==> src/rtl/irq_source_ctrl_pkg.sv <==
package irq_source_ctrl_pkg;

  localparam logic [7:0] MASK_PRIO = 8'hFF;

  typedef enum logic [1:0] {
    OP_CONFIG  = 2'd0,
    OP_DISABLE = 2'd1,
    OP_ENABLE  = 2'd2,
    OP_BAD     = 2'd3
  } cmd_op_e;

  // Strobes from control to the source-state datapath
  typedef struct packed {
    logic cfgWr;
    logic disWr;
    logic enWr;
    logic rejHit;
    logic eoiHit;
    logic resend;
    logic launch;
  } strobe_t;

endpackage

==> src/rtl/irq_source_ctrl_ctl.sv <==
module irq_source_ctrl_ctl
  import irq_source_ctrl_pkg::*;
#(
  parameter int NUM_SRC     = 8,
  parameter int SRC_BASE    = 16,
  parameter int NUM_SERVERS = 4,
  parameter int NUM_W       = 8,
  parameter int SRV_IN_W    = 8,
  localparam int IDX_W      = $clog2(NUM_SRC),
  localparam int SRV_W      = $clog2(NUM_SERVERS)
) (
  input  logic                clk,
  input  logic                rst_n,
  input  logic                cmdValid,
  input  logic [1:0]          cmdOp,
  input  logic [NUM_W-1:0]    cmdNum,
  input  logic [SRV_IN_W-1:0] cmdServer,
  input  logic [8:0]          cmdPrio,
  input  logic                rejValid,
  input  logic [NUM_W-1:0]    rejNum,
  input  logic                eoiValid,
  input  logic [NUM_W-1:0]    eoiNum,
  input  logic                resendReq,
  input  logic [NUM_SRC-1:0]  dueVec,
  input  logic [SRV_W-1:0]    selServer,
  input  logic [7:0]          selPrio,
  input  logic                offerReady,
  output strobe_t             strb,
  output logic [IDX_W-1:0]    cmdIdx,
  output logic [IDX_W-1:0]    rejIdx,
  output logic [IDX_W-1:0]    eoiIdx,
  output logic [IDX_W-1:0]    launchIdx,
  output logic [SRV_W-1:0]    wrServer,
  output logic [7:0]          wrPrio,
  output logic                cmdAck,
  output logic                cmdErr,
  output logic                offerValid,
  output logic [NUM_W-1:0]    offerNum,
  output logic [SRV_W-1:0]    offerServer,
  output logic [7:0]          offerPrio
);

  function automatic logic inRange(input logic [NUM_W-1:0] n);
    return (int'(n) >= SRC_BASE) && (int'(n) < SRC_BASE + NUM_SRC);
  endfunction

  function automatic logic [IDX_W-1:0] toIdx(input logic [NUM_W-1:0] n);
    return IDX_W'(n - NUM_W'(SRC_BASE));
  endfunction

  logic numOk, cfgOk, cmdOk, anyDue, slotFree;
  logic [IDX_W-1:0] pickIdx;

  assign numOk = inRange(cmdNum);
  assign cfgOk = numOk && (int'(cmdServer) < NUM_SERVERS) && !cmdPrio[8];

  always_comb begin
    unique case (cmd_op_e'(cmdOp))
      OP_CONFIG:  cmdOk = cfgOk;
      OP_DISABLE: cmdOk = numOk;
      OP_ENABLE:  cmdOk = numOk;
      default:    cmdOk = 1'b0;
    endcase
  end

  // Lowest-index due source wins
  always_comb begin
    pickIdx = '0;
    anyDue  = 1'b0;
    for (int i = NUM_SRC - 1; i >= 0; i--) begin
      if (dueVec[i]) begin
        pickIdx = IDX_W'(i);
        anyDue  = 1'b1;
      end
    end
  end

  assign slotFree = !offerValid || offerReady;

  always_comb begin
    strb.cfgWr  = cmdValid && cmdOk && (cmd_op_e'(cmdOp) == OP_CONFIG);
    strb.disWr  = cmdValid && cmdOk && (cmd_op_e'(cmdOp) == OP_DISABLE);
    strb.enWr   = cmdValid && cmdOk && (cmd_op_e'(cmdOp) == OP_ENABLE);
    strb.rejHit = rejValid && inRange(rejNum);
    strb.eoiHit = eoiValid && inRange(eoiNum);
    strb.resend = resendReq;
    strb.launch = slotFree && anyDue;
  end

  assign cmdIdx    = toIdx(cmdNum);
  assign rejIdx    = toIdx(rejNum);
  assign eoiIdx    = toIdx(eoiNum);
  assign launchIdx = pickIdx;
  assign wrServer  = SRV_W'(cmdServer);
  assign wrPrio    = cmdPrio[7:0];

  always_ff @(posedge clk) begin
    if (!rst_n) begin
      cmdAck <= 1'b0;
      cmdErr <= 1'b0;
    end else begin
      cmdAck <= cmdValid;
      cmdErr <= cmdValid && !cmdOk;
    end
  end

  always_ff @(posedge clk) begin
    if (!rst_n) begin
      offerValid  <= 1'b0;
      offerNum    <= '0;
      offerServer <= '0;
      offerPrio   <= '0;
    end else if (strb.launch) begin
      offerValid  <= 1'b1;
      offerNum    <= NUM_W'(SRC_BASE) + NUM_W'(pickIdx);
      offerServer <= selServer;
      offerPrio   <= selPrio;
    end else if (offerReady) begin
      offerValid  <= 1'b0;
    end
  end

endmodule

==> src/rtl/irq_source_ctrl_dp.sv <==
module irq_source_ctrl_dp
  import irq_source_ctrl_pkg::*;
#(
  parameter int NUM_SRC     = 8,
  parameter int NUM_SERVERS = 4,
  localparam int IDX_W      = $clog2(NUM_SRC),
  localparam int SRV_W      = $clog2(NUM_SERVERS)
) (
  input  logic               clk,
  input  logic               rst_n,
  input  logic [NUM_SRC-1:0] srcIsLevel,
  input  logic [NUM_SRC-1:0] srcLine,
  input  strobe_t            strb,
  input  logic [IDX_W-1:0]   cmdIdx,
  input  logic [IDX_W-1:0]   rejIdx,
  input  logic [IDX_W-1:0]   eoiIdx,
  input  logic [IDX_W-1:0]   launchIdx,
  input  logic [SRV_W-1:0]   wrServer,
  input  logic [7:0]         wrPrio,
  output logic [NUM_SRC-1:0] dueVec,
  output logic [SRV_W-1:0]   selServer,
  output logic [7:0]         selPrio
);

  function automatic logic canOffer(input logic [7:0] p, input logic a, input logic s);
    return (p != MASK_PRIO) && a && !s;
  endfunction

  logic [7:0]       prioArr [NUM_SRC];
  logic [SRV_W-1:0] srvArr  [NUM_SRC];

  for (genvar i = 0; i < NUM_SRC; i++) begin : g_src
    logic [7:0]       prioQ, savedQ, nPrio, nSaved;
    logic [SRV_W-1:0] srvQ, nSrv;
    logic asrtQ, sentQ, rejQ, mpQ, dueQ, lineQ;
    logic nAsrt, nSent, nRej, nMp, nDue;
    logic cmdHit;

    assign cmdHit = (strb.cfgWr || strb.disWr || strb.enWr) && (cmdIdx == IDX_W'(i));

    always_comb begin
      nPrio  = prioQ;
      nSaved = savedQ;
      nSrv   = srvQ;
      nAsrt  = asrtQ;
      nSent  = sentQ;
      nRej   = rejQ;
      nMp    = mpQ;
      nDue   = dueQ && !(strb.launch && (launchIdx == IDX_W'(i)));
      // input activity
      if (srcIsLevel[i]) begin
        if (srcLine[i] != nAsrt) begin
          nAsrt = srcLine[i];
          if (canOffer(nPrio, nAsrt, nSent)) begin
            nSent = 1'b1;
            nDue  = 1'b1;
          end
        end
      end else if (srcLine[i] && !lineQ) begin
        if (nPrio == MASK_PRIO) nMp  = 1'b1;
        else                    nDue = 1'b1;
      end
      // configuration commands
      if (cmdHit) begin
        if (strb.cfgWr) begin
          nSrv   = wrServer;
          nPrio  = wrPrio;
          nSaved = wrPrio;
        end else if (strb.disWr) begin
          nSaved = nPrio;
          nPrio  = MASK_PRIO;
        end else begin
          nPrio  = nSaved;
        end
        if (srcIsLevel[i]) begin
          if (canOffer(nPrio, nAsrt, nSent)) begin
            nSent = 1'b1;
            nDue  = 1'b1;
          end
        end else if (nMp && (nPrio != MASK_PRIO)) begin
          nMp  = 1'b0;
          nDue = 1'b1;
        end
      end
      // presentation-side notices
      if (strb.rejHit && (rejIdx == IDX_W'(i))) begin
        nRej  = 1'b1;
        nSent = 1'b0;
      end
      if (strb.eoiHit && (eoiIdx == IDX_W'(i)) && srcIsLevel[i]) begin
        nSent = 1'b0;
      end
      if (strb.resend) begin
        if (srcIsLevel[i]) begin
          if (canOffer(nPrio, nAsrt, nSent)) begin
            nSent = 1'b1;
            nDue  = 1'b1;
          end
        end else if (nRej) begin
          nRej = 1'b0;
          if (nPrio != MASK_PRIO) nDue = 1'b1;
        end
      end
    end

    always_ff @(posedge clk) begin
      if (!rst_n) begin
        prioQ  <= MASK_PRIO;
        savedQ <= MASK_PRIO;
        srvQ   <= '0;
        asrtQ  <= 1'b0;
        sentQ  <= 1'b0;
        rejQ   <= 1'b0;
        mpQ    <= 1'b0;
        dueQ   <= 1'b0;
        lineQ  <= 1'b0;
      end else begin
        prioQ  <= nPrio;
        savedQ <= nSaved;
        srvQ   <= nSrv;
        asrtQ  <= nAsrt;
        sentQ  <= nSent;
        rejQ   <= nRej;
        mpQ    <= nMp;
        dueQ   <= nDue;
        lineQ  <= srcLine[i];
      end
    end

    assign dueVec[i]  = dueQ;
    assign prioArr[i] = prioQ;
    assign srvArr[i]  = srvQ;
  end

  assign selPrio   = prioArr[launchIdx];
  assign selServer = srvArr[launchIdx];

endmodule

==> src/rtl/irq_source_ctrl.sv <==
module irq_source_ctrl
  import irq_source_ctrl_pkg::*;
#(
  parameter int NUM_SRC     = 8,
  parameter int SRC_BASE    = 16,
  parameter int NUM_SERVERS = 4,
  parameter int NUM_W       = 8,
  parameter int SRV_IN_W    = 8,
  localparam int IDX_W      = $clog2(NUM_SRC),
  localparam int SRV_W      = $clog2(NUM_SERVERS)
) (
  input  logic                clk,
  input  logic                rst_n,
  input  logic [NUM_SRC-1:0]  srcIsLevel,
  input  logic [NUM_SRC-1:0]  srcLine,
  input  logic                cmdValid,
  input  logic [1:0]          cmdOp,
  input  logic [NUM_W-1:0]    cmdNum,
  input  logic [SRV_IN_W-1:0] cmdServer,
  input  logic [8:0]          cmdPrio,
  output logic                cmdAck,
  output logic                cmdErr,
  input  logic                rejValid,
  input  logic [NUM_W-1:0]    rejNum,
  input  logic                eoiValid,
  input  logic [NUM_W-1:0]    eoiNum,
  input  logic                resendReq,
  output logic                offerValid,
  input  logic                offerReady,
  output logic [NUM_W-1:0]    offerNum,
  output logic [SRV_W-1:0]    offerServer,
  output logic [7:0]          offerPrio
);

  strobe_t          strb;
  logic [IDX_W-1:0] cmdIdx, rejIdx, eoiIdx, launchIdx;
  logic [SRV_W-1:0] wrServer, selServer;
  logic [7:0]       wrPrio, selPrio;
  logic [NUM_SRC-1:0] dueVec;

  irq_source_ctrl_ctl #(
    .NUM_SRC(NUM_SRC), .SRC_BASE(SRC_BASE), .NUM_SERVERS(NUM_SERVERS),
    .NUM_W(NUM_W), .SRV_IN_W(SRV_IN_W)
  ) u_ctl (
    .clk(clk), .rst_n(rst_n),
    .cmdValid(cmdValid), .cmdOp(cmdOp), .cmdNum(cmdNum),
    .cmdServer(cmdServer), .cmdPrio(cmdPrio),
    .rejValid(rejValid), .rejNum(rejNum),
    .eoiValid(eoiValid), .eoiNum(eoiNum), .resendReq(resendReq),
    .dueVec(dueVec), .selServer(selServer), .selPrio(selPrio),
    .offerReady(offerReady), .strb(strb),
    .cmdIdx(cmdIdx), .rejIdx(rejIdx), .eoiIdx(eoiIdx), .launchIdx(launchIdx),
    .wrServer(wrServer), .wrPrio(wrPrio),
    .cmdAck(cmdAck), .cmdErr(cmdErr),
    .offerValid(offerValid), .offerNum(offerNum),
    .offerServer(offerServer), .offerPrio(offerPrio)
  );

  irq_source_ctrl_dp #(
    .NUM_SRC(NUM_SRC), .NUM_SERVERS(NUM_SERVERS)
  ) u_dp (
    .clk(clk), .rst_n(rst_n),
    .srcIsLevel(srcIsLevel), .srcLine(srcLine), .strb(strb),
    .cmdIdx(cmdIdx), .rejIdx(rejIdx), .eoiIdx(eoiIdx), .launchIdx(launchIdx),
    .wrServer(wrServer), .wrPrio(wrPrio),
    .dueVec(dueVec), .selServer(selServer), .selPrio(selPrio)
  );

endmodule

==> config.mk <==
export PLATFORM = sky130hd
export DESIGN_NAME = irq_source_ctrl
export DESIGN_NICKNAME = d
export VERILOG_FILES = /design/src/rtl/irq_source_ctrl_pkg.sv /design/src/rtl/irq_source_ctrl_ctl.sv /design/src/rtl/irq_source_ctrl_dp.sv /design/src/rtl/irq_source_ctrl.sv
export SDC_FILE = /design/constraint.sdc
export NUM_CORES = 1
export LEC_CHECK = 0
export ABC_CLOCK_PERIOD_IN_PS = 4700
export BUFFER_PORTS_ARGS = -buffer_cell sky130_fd_sc_hd__buf_2
export CORE_ASPECT_RATIO = 2
export CORE_MARGIN = 4
export CORE_UTILIZATION = 50
export DETAILED_ROUTE_END_ITERATION = 7
export HOLD_SLACK_MARGIN = 0.05
export PLACE_DENSITY_LB_ADDON = 0.05
export SYNTH_ARGS = -nofsm -noshare
export SYNTH_HDL_FRONTEND = slang
export SYNTH_SLANG_ARGS = --single-unit
==> constraint.sdc <==
create_clock -name clk -period 4.7 [get_ports clk]
set_input_delay 0.47 -clock clk [delete_from_list [all_inputs] [get_ports clk]]
set_output_delay 0.47 -clock clk [all_outputs]
set_load 0.01 [all_outputs]
==> implementation parameters, run 1 <==
Parameter                              Value

Finish
  Total of fill cells in the finished design    2012
  Post-route cell area    11500 um^2
  Fraction of final layout cells with drive strength greater than 1    13.2%
  Non-filler instance count after layout    1607
  Fin nets    1399
  Core Util, Final    56.4%
  Area growth from synthesis to layout    11.4%

Die
  Initial cell density of the core    50.6%
  Vertical extent of the die    211 um
  Width of the die    110 um
  Number of top-level pins    87
  Placeable core region    20400 um^2
  Standard-cell row count    74
  Die Area    23100 um^2

Min path
  Tightest Hold Check Type    input pin to flop

STA
  Clock Skews    7.80 ps
  Worst slack on hold paths    194 ps
  Min Clock Period, post-route    3660 ps
  Actual transition at the worst max-transition pin    1000 ps
  Fin Setup TNS    0 ps
  Slew HR    33.2%
  Final Cycle Share    77.9%
  Number of setup violations in the final report    0
  F_max    273 MHz
  Count of endpoints failing hold in the final timing report    0
  Max Transition Viols Final    0
  Fin worst setup slack    1040 ps
  Unrepaired setup endpoints after global routing    false

Global route
  Number of global-route vias before repair    9998
  Total GRT Usage    32.4%
  Number of antenna violations at the first check in global routing    1
  Global-route layer with the greatest usage    met2
  Met2 Track Usage GR    56.3%
  Met3 track utilization from global routing    3.98%
  Total gr overflow    0
  Wire length of the first global-routing pass    57200 um
  Pin count of the biggest net entering global routing    92
  Met1 Track Usage GR    35.5%

Synth
  Dominant synthesized flop cell    dfxtp_1
  Fraction of registers with async set/reset    0%
  Top-area cell type share of the netlist area    40.6%
  Synthesized area divided by synthesized cell count    7.91 um^2
  Count of mapped cells out of synthesis    1304
  Most repeated cell in the gate-level netlist after synthesis    dfxtp_1
  Cell types with the largest area share after synthesis    dfxtp_1 41%, a21oi_1 6.9%, nand2_1 6.3%
  Top cells by instance count after synthesis    209 x dfxtp_1, 173 x nand2_1, 143 x a21oi_1, 143 x nor2_1, 87 x clkbuf_1
  Sequential-to-total area share from yosys stat    40.6%
  Count of warnings emitted by yosys    0
  Yosys cell types    63
  EDFF count, synth    0
  Number of synthesized register bits    209
  Leading area contributor after synthesis    dfxtp_1
  Cell area after synthesis    10300 um^2

Power
  Lkg Pwr    5.00 nW
  Power Density    317 nW/um^2
  Worst vdd ir    0.289 mV
  Power, Total    3.65 mW

Routing
  Routed wirelength normalized by instance count    23.7 um
  Routed vias/inst    6.54
  Post-route DRC    0
  Vias after detailed routing    10500
  Total wirelength of the detailed-routed design    38100 um
  Drt first-iter violations    923
  Post-detailed-route count of antenna-violating nets    0
  First-pass iteration count of the detailed router    6

Place
  Cell count after placement    1573
  Routability Congestion    1.01
  DP Worst Slack    614 ps
  Half-perimeter wire length after detailed placement    27500 um
  Port Buf Inserts    82
  Post-place instance area    10800 um^2

Clock tree
  CTS Hold Buffers Added    0
  Clock transition at the registers of the reported paths    60 ps
  Number of gates given a new drive strength after cts    0
  Max Buffers Root-to-Sink    3
  Clock tree from TritonCTS    yes
  Clk Tree Root Cell    clkbuf_16
  Clock Sinks    209
  Post-CTS Repair Setup Buffers    0
  Worst-Skew Late Latency    510 ps
  Number of buffers inserted during clock tree synthesis    20
  H-tree lvl count    1

Worst setup path
  Kind of launch point of the worst setup path    input pin
  Cell chain of the critical path    buf_2, ha_1, or4_4, or2_0, nor4_4, nand2_2, nor3_1, a21oi_1, nor4_1, o31ai_1
  Required time of the worst setup path    5070 ps
  Crit Path Max Fanout    18
  Worst stage delay on the critical path    760 ps
  Critical Path Sink Type    flop
  Arrival time at the worst endpoint    4030 ps
  Cell with the biggest individual delay on the critical path    nor4_4
  Type of the worst setup path    input pin to flop

Run status
  Run status    completed

Run
  Max-cap violations    0
[per-layer routing]
metal,routed length [um],vias to the layer above
met5,0,-
met4,3150,0
met3,2310,159
met2,19200,482
met1,13400,4986
li1,-,4883
[layout make-up]
| cell class | count | area, um^2 | share of cell area, % |
|---|---|---|---|
| Multi-Input combinational cell | 983 | 5690 | 49.5 |
| Sequential cell | 209 | 4180 | 36.4 |
| Timing Repair Buffer | 106 | 606 | 5.27 |
| Clock buffer | 27 | 588 | 5.12 |
| Tap cell | 266 | 333 | 2.90 |
| Clock inverter | 6 | 55.1 | 0.479 |
| Inverter | 9 | 33.8 | 0.294 |
| Antenna cell | 1 | 2.50 | 0.0218 |
[placed cells by master (no fill, tap or decap), drive strengths merged, types with 37 or more instances in the layout]
master and instances:
a21oi 143, nand4 38, o211ai 85, buf 106
dfxtp 209, nor3 37, nand2 176, nor2 143
o21ai 44, o22ai 37
[final timing paths]
path | start | slack [ps] | cells past startpoint | end
worst min-delay path | srcLine[0] | 190 | 2 | u_dp.g_src[0].lineQ
worst max register to register | u_dp.g_src[7].dueQ | 1700 | 10 | u_ctl.offerPrio[6]
worst max-delay path | cmdOp[0] | 1040 | 10 | u_dp.g_src[5].dueQ
worst min register to register | u_ctl.offerNum[0] | 450 | 2 | u_ctl.offerNum[0]
[where the power goes]
part,switching [mW],leakage (nW),internal (mW)
combinational,0.148,2.99,0.0654
clock,0.710,0.324,0.929
sequential,0.00869,1.69,1.79
[cell families (layout without fill, tap and decap cells)]
family | count (synthesis) | after routing | synth area share [%]
and+or+nand+nor | 508 | 508 | 23.2
AOI/OAI and AO/OA | 432 | 432 | 27.5
buffers and inverters | 115 | 148 | 4.51
muxes | 35 | 35 | 3.64
DFF | 209 | 209 | 40.6
adders and majority gates | 4 | 4 | 0.485
other | 1 | 5 | 0.0364
[critical path, delay by kind of cell]
kind	cells	cell delay [ps]
AO/OA/AOI/OAI	2	240
AND/OR/NAND/NOR	6	3000
adder cells (fa/ha/maj)	1	190
buffers and inverters	1	120
[registers in the layout (all words and copies together) (netlist names)]
signal             count
u_dp.g_src.prioQ      64
u_dp.g_src.savedQ     64
u_dp.g_src.srvQ       16
u_ctl.offerPrio        8
u_dp.g_src.asrtQ       8
u_dp.g_src.dueQ        8
u_dp.g_src.lineQ       8
u_dp.g_src.mpQ         8
u_dp.g_src.rejQ        8
u_dp.g_src.sentQ       8
u_ctl.offerNum         4
u_ctl.offerServer      2
u_ctl.cmdAck           1
u_ctl.cmdErr           1
u_ctl.offerValid       1
No activity file was read; power rests on OpenSTA's default activity.
==> inputs of run 2 (changes only) <==
- ABC_AREA: unset -> 1
- ABC_CLOCK_PERIOD_IN_PS: 4700 -> 3530
- clock period: 4.7 -> 3.53 ns (I/O delays scaled with it)
==> run 2 against run 1 <==
Worst hold slack worse by 140 ps. Largest power group unchanged. Sequential share of layout area fell by 5.4 points. Via count rose by 24%. Register-to-register slack got worse by 860 ps. Routed wire length grew 20%. Synthesized cell count rose by 53%. Critical path type unchanged. First-iteration DRC count up 18%. Sequential power grew 32%. Clock power up 44%.
==> implementation parameters, run 2 <==
Parameter                              Value

Run status
  Run status    completed

Synth
  Top-area cell type share of the netlist area    34.8% (-5.8 points)
  Top cells by instance count after synthesis    636 x nand2_1, 337 x inv_1, 279 x nor2_1
  Count of mapped cells out of synthesis    2001 (+53%)
  EDFF count, synth    0 (unchanged)
  Fraction of registers with async set/reset    0% (unchanged)
  Sequential-to-total area share from yosys stat    34.8% (-5.8 points)
  Leading area contributor after synthesis    dfxtp_1
  Dominant synthesized flop cell    dfxtp_1
  Cell area after synthesis    12000 um^2 (+17%)
  Yosys cell types    40 (-37%)
  Number of synthesized register bits    209 (unchanged)
  Most repeated cell in the gate-level netlist after synthesis    nand2_1
  Synthesized area divided by synthesized cell count    6.02 um^2 (-24%)
  Count of warnings emitted by yosys    0 (unchanged)
  Cell types with the largest area share after synthesis    dfxtp_1 35%, nand2_1 20%, inv_1 11%

Worst setup path
  Worst stage delay on the critical path    510 ps (-250 ps)
  Cell chain of the critical path    buf_2, ha_1, nor2_1, nand3_1, nor2_4, nand4_4, nor2_4, inv_2, nand2_1, nand2_1, nand2_1, nor2_1, nand2_1, nor2_1, or2_1, a21oi_1
  Critical Path Sink Type    flop
  Required time of the worst setup path    3960 ps (-1110 ps)
  Kind of launch point of the worst setup path    input pin
  Arrival time at the worst endpoint    3140 ps (-890 ps)
  Cell with the biggest individual delay on the critical path    nor2_4
  Crit Path Max Fanout    15 (-3)
  Crit path top cell by count    nand2_1
  Dominant delay contributor by cell family on the critical path    simple AND/OR/NAND/NOR gates
  Buf/Inv on CP    2 (+1)
  Type of the worst setup path    input pin to flop

Run
  Max-cap violations    0 (unchanged)

Clock tree
  Clock Sinks    209 (unchanged)
  Worst-Skew Late Latency    530 ps (+20 ps)
  Clk Tree Root Cell    clkbuf_16
  Number of gates given a new drive strength after cts    0 (unchanged)
  H-tree lvl count    1 (unchanged)
  Clock transition at the registers of the reported paths    70 ps (about the same)
  Number of buffers inserted during clock tree synthesis    21 (+5.0%)
  Max Buffers Root-to-Sink    3 (unchanged)
  Clock tree from TritonCTS    yes

Finish
  Area growth from synthesis to layout    12.1%
  Count of inserted antenna diode cells    0 (-1)
  Total of fill cells in the finished design    2494 (+24%)
  Largest registers ranked by flip-flop count    u_dp.g_src.prioQ: 64 flops, u_dp.g_src.savedQ: 64 flops, u_dp.g_src.srvQ: 16 flops
  Core Util, Final    56.6% (+0.22 points)
  Fin nets    2150 (+54%)
  Commonest non-fill, non-tap cells in the layout    636 x nand2_1, 337 x inv_1, 279 x nor2_1
  Most common cell after layout, fill and taps aside    nand2_1
  Non-filler instance count after layout    2379 (+48%)
  Fraction of final layout cells with drive strength greater than 1    9.61% (-3.6 points)

Routing
  Vias after detailed routing    13000 (+24%)
  Post-detailed-route count of antenna-violating nets    0 (unchanged)
  First-pass iteration count of the detailed router    6 (unchanged)
  Routed vias/inst    5.46 (-16%)
  Total wirelength of the detailed-routed design    45700 um (+20%)
  Routed wirelength normalized by instance count    19.2 um (-19%)
  Post-route DRC    0 (unchanged)
  Drt first-iter violations    1088 (+18%)

STA
  F_max    370 MHz
  Max Transition Viols Final    0 (unchanged)
  Count of endpoints failing hold in the final timing report    0 (unchanged)
  Actual transition at the worst max-transition pin    1390 ps (+384 ps)
  Clock Skews    24.6 ps (+16.9 ps)
  Slew HR    7.22% (-26 points)
  Fin Setup TNS    0 ps (unchanged)
  Final Cycle Share    76.6%
  Fin worst setup slack    825 ps (-214 ps)
  Min Clock Period, post-route    2710 ps
  Unrepaired setup endpoints after global routing    false
  Number of setup violations in the final report    0 (unchanged)

Power
  Power Density    370 nW/um^2 (+17%)
  Lkg Pwr    8.68 nW (+73%)
  Worst vdd ir    0.374 mV (+30%)

Place
  Routability Congestion    1.00 (-1.0%)
  DP Worst Slack    332 ps (-282 ps)
  Cell count after placement    2339 (+49%)
  Half-perimeter wire length after detailed placement    34000 um (+23%)
  Port Buf Inserts    82 (unchanged)

Die
  Width of the die    118 um (+7.4%)
  Vertical extent of the die    227 um (+7.7%)
  Die Area    26800 um^2 (+16%)
  Standard-cell row count    80 (+8.1%)
  Number of top-level pins    87 (unchanged)
  Placeable core region    23800 um^2 (+17%)
  Initial cell density of the core    50.5% (-0.10 points)

Global route
  Wire length of the first global-routing pass    69600 um (+22%)
  Total gr overflow    0 (unchanged)
  Number of antenna violations at the first check in global routing    0 (-1)
  Total GRT Usage    33.5% (+1.0 points)
  Number of global-route vias before repair    12700 (+27%)
  Pin count of the biggest net entering global routing    180 (+96%)

Min path
  Tightest Hold Check Type    input pin to flop
[run 2: changes by cell type in the layout (fill, tap and decap cells not counted), sizes merged, moves of 20 or more]
cell	change
nand3	+39
nand2	+483
mux2	-20
inv	+340
a222oi	-20
nor2	+152
nand4	-20
o22ai	-21
[run 2: power by group]
part	leakage, nW	internal [mW]	switching (mW)
sequential	1.69	2.38	0.00637
clock	0.345	1.36	1.00
combinational	6.64	0.0752	0.172
total	8.68	3.81	1.18
[run 2: worst min-delay path: cells and delay by family]
family | cells | cell delay (ps)
buffers and inverters | 2 | 150
AND/OR/NAND/NOR | 1 | 50
[run 2: cell families (layout without fill, tap and decap cells)]
logic type,after synthesis,count (layout),synth area share [%]
AO/OA/AOI/OAI,291,291,14.4
AND/OR/NAND/NOR,1085,1085,36.9
flip-flops,209,209,34.8
buffers and inverters,411,499,13.4
other,1,4,0.0311
adder cells (fa/ha/maj),4,4,0.416
[run 2: worst paths after layout]
| check | cells after the start | end | slack [ps] | from |
|---|---|---|---|---|
| max | 16 | u_dp.g_src[3].sentQ | 820 | cmdOp[0] |
| min | 3 | u_dp.g_src[5].lineQ | 50 | srcLine[5] |
| max reg2reg | 13 | u_ctl.offerServer[1] | 840 | u_dp.g_src[6].dueQ |
| min reg2reg | 2 | u_ctl.offerNum[2] | 460 | u_ctl.offerNum[2] |
[run 2: repair_timing]
item                                   in CTS  in global routing
endpoints found under the hold margin       5                  0
hold buffers                                5                  0
buffers inserted                            0                  0
[run 2: final cells by class]
type | count | area, um^2 | share of cell area, %
repair buffers | 116 | 693 | 5.14
clock buffers | 29 | 616 | 4.56
clock inverters | 6 | 86.3 | 0.640
inverters | 348 | 1310 | 9.68
well taps | 287 | 359 | 2.66
flip-flops and latches | 209 | 4180 | 31.0
multi-input cells | 1384 | 6250 | 46.3
[run 2: metrics by stage]
step	total power [mW]	hold slack, ps	instance area [um^2]
6_report	4.99	52.7	13500
5_1_grt	5.11	70.6	13500
4_1_cts	5.01	51.4	13500
3_5_place_dp	2.68	454	12700
3_3_place_gp	2.67	449	12700
2_1_floorplan	2.58	446	12100
[run 2: metal layers]
metal,wire (um),track usage (%)
met2,22400,60.0
met1,16500,36.6
met4,3750,24.2
met5,0,0
met3,3020,3.65
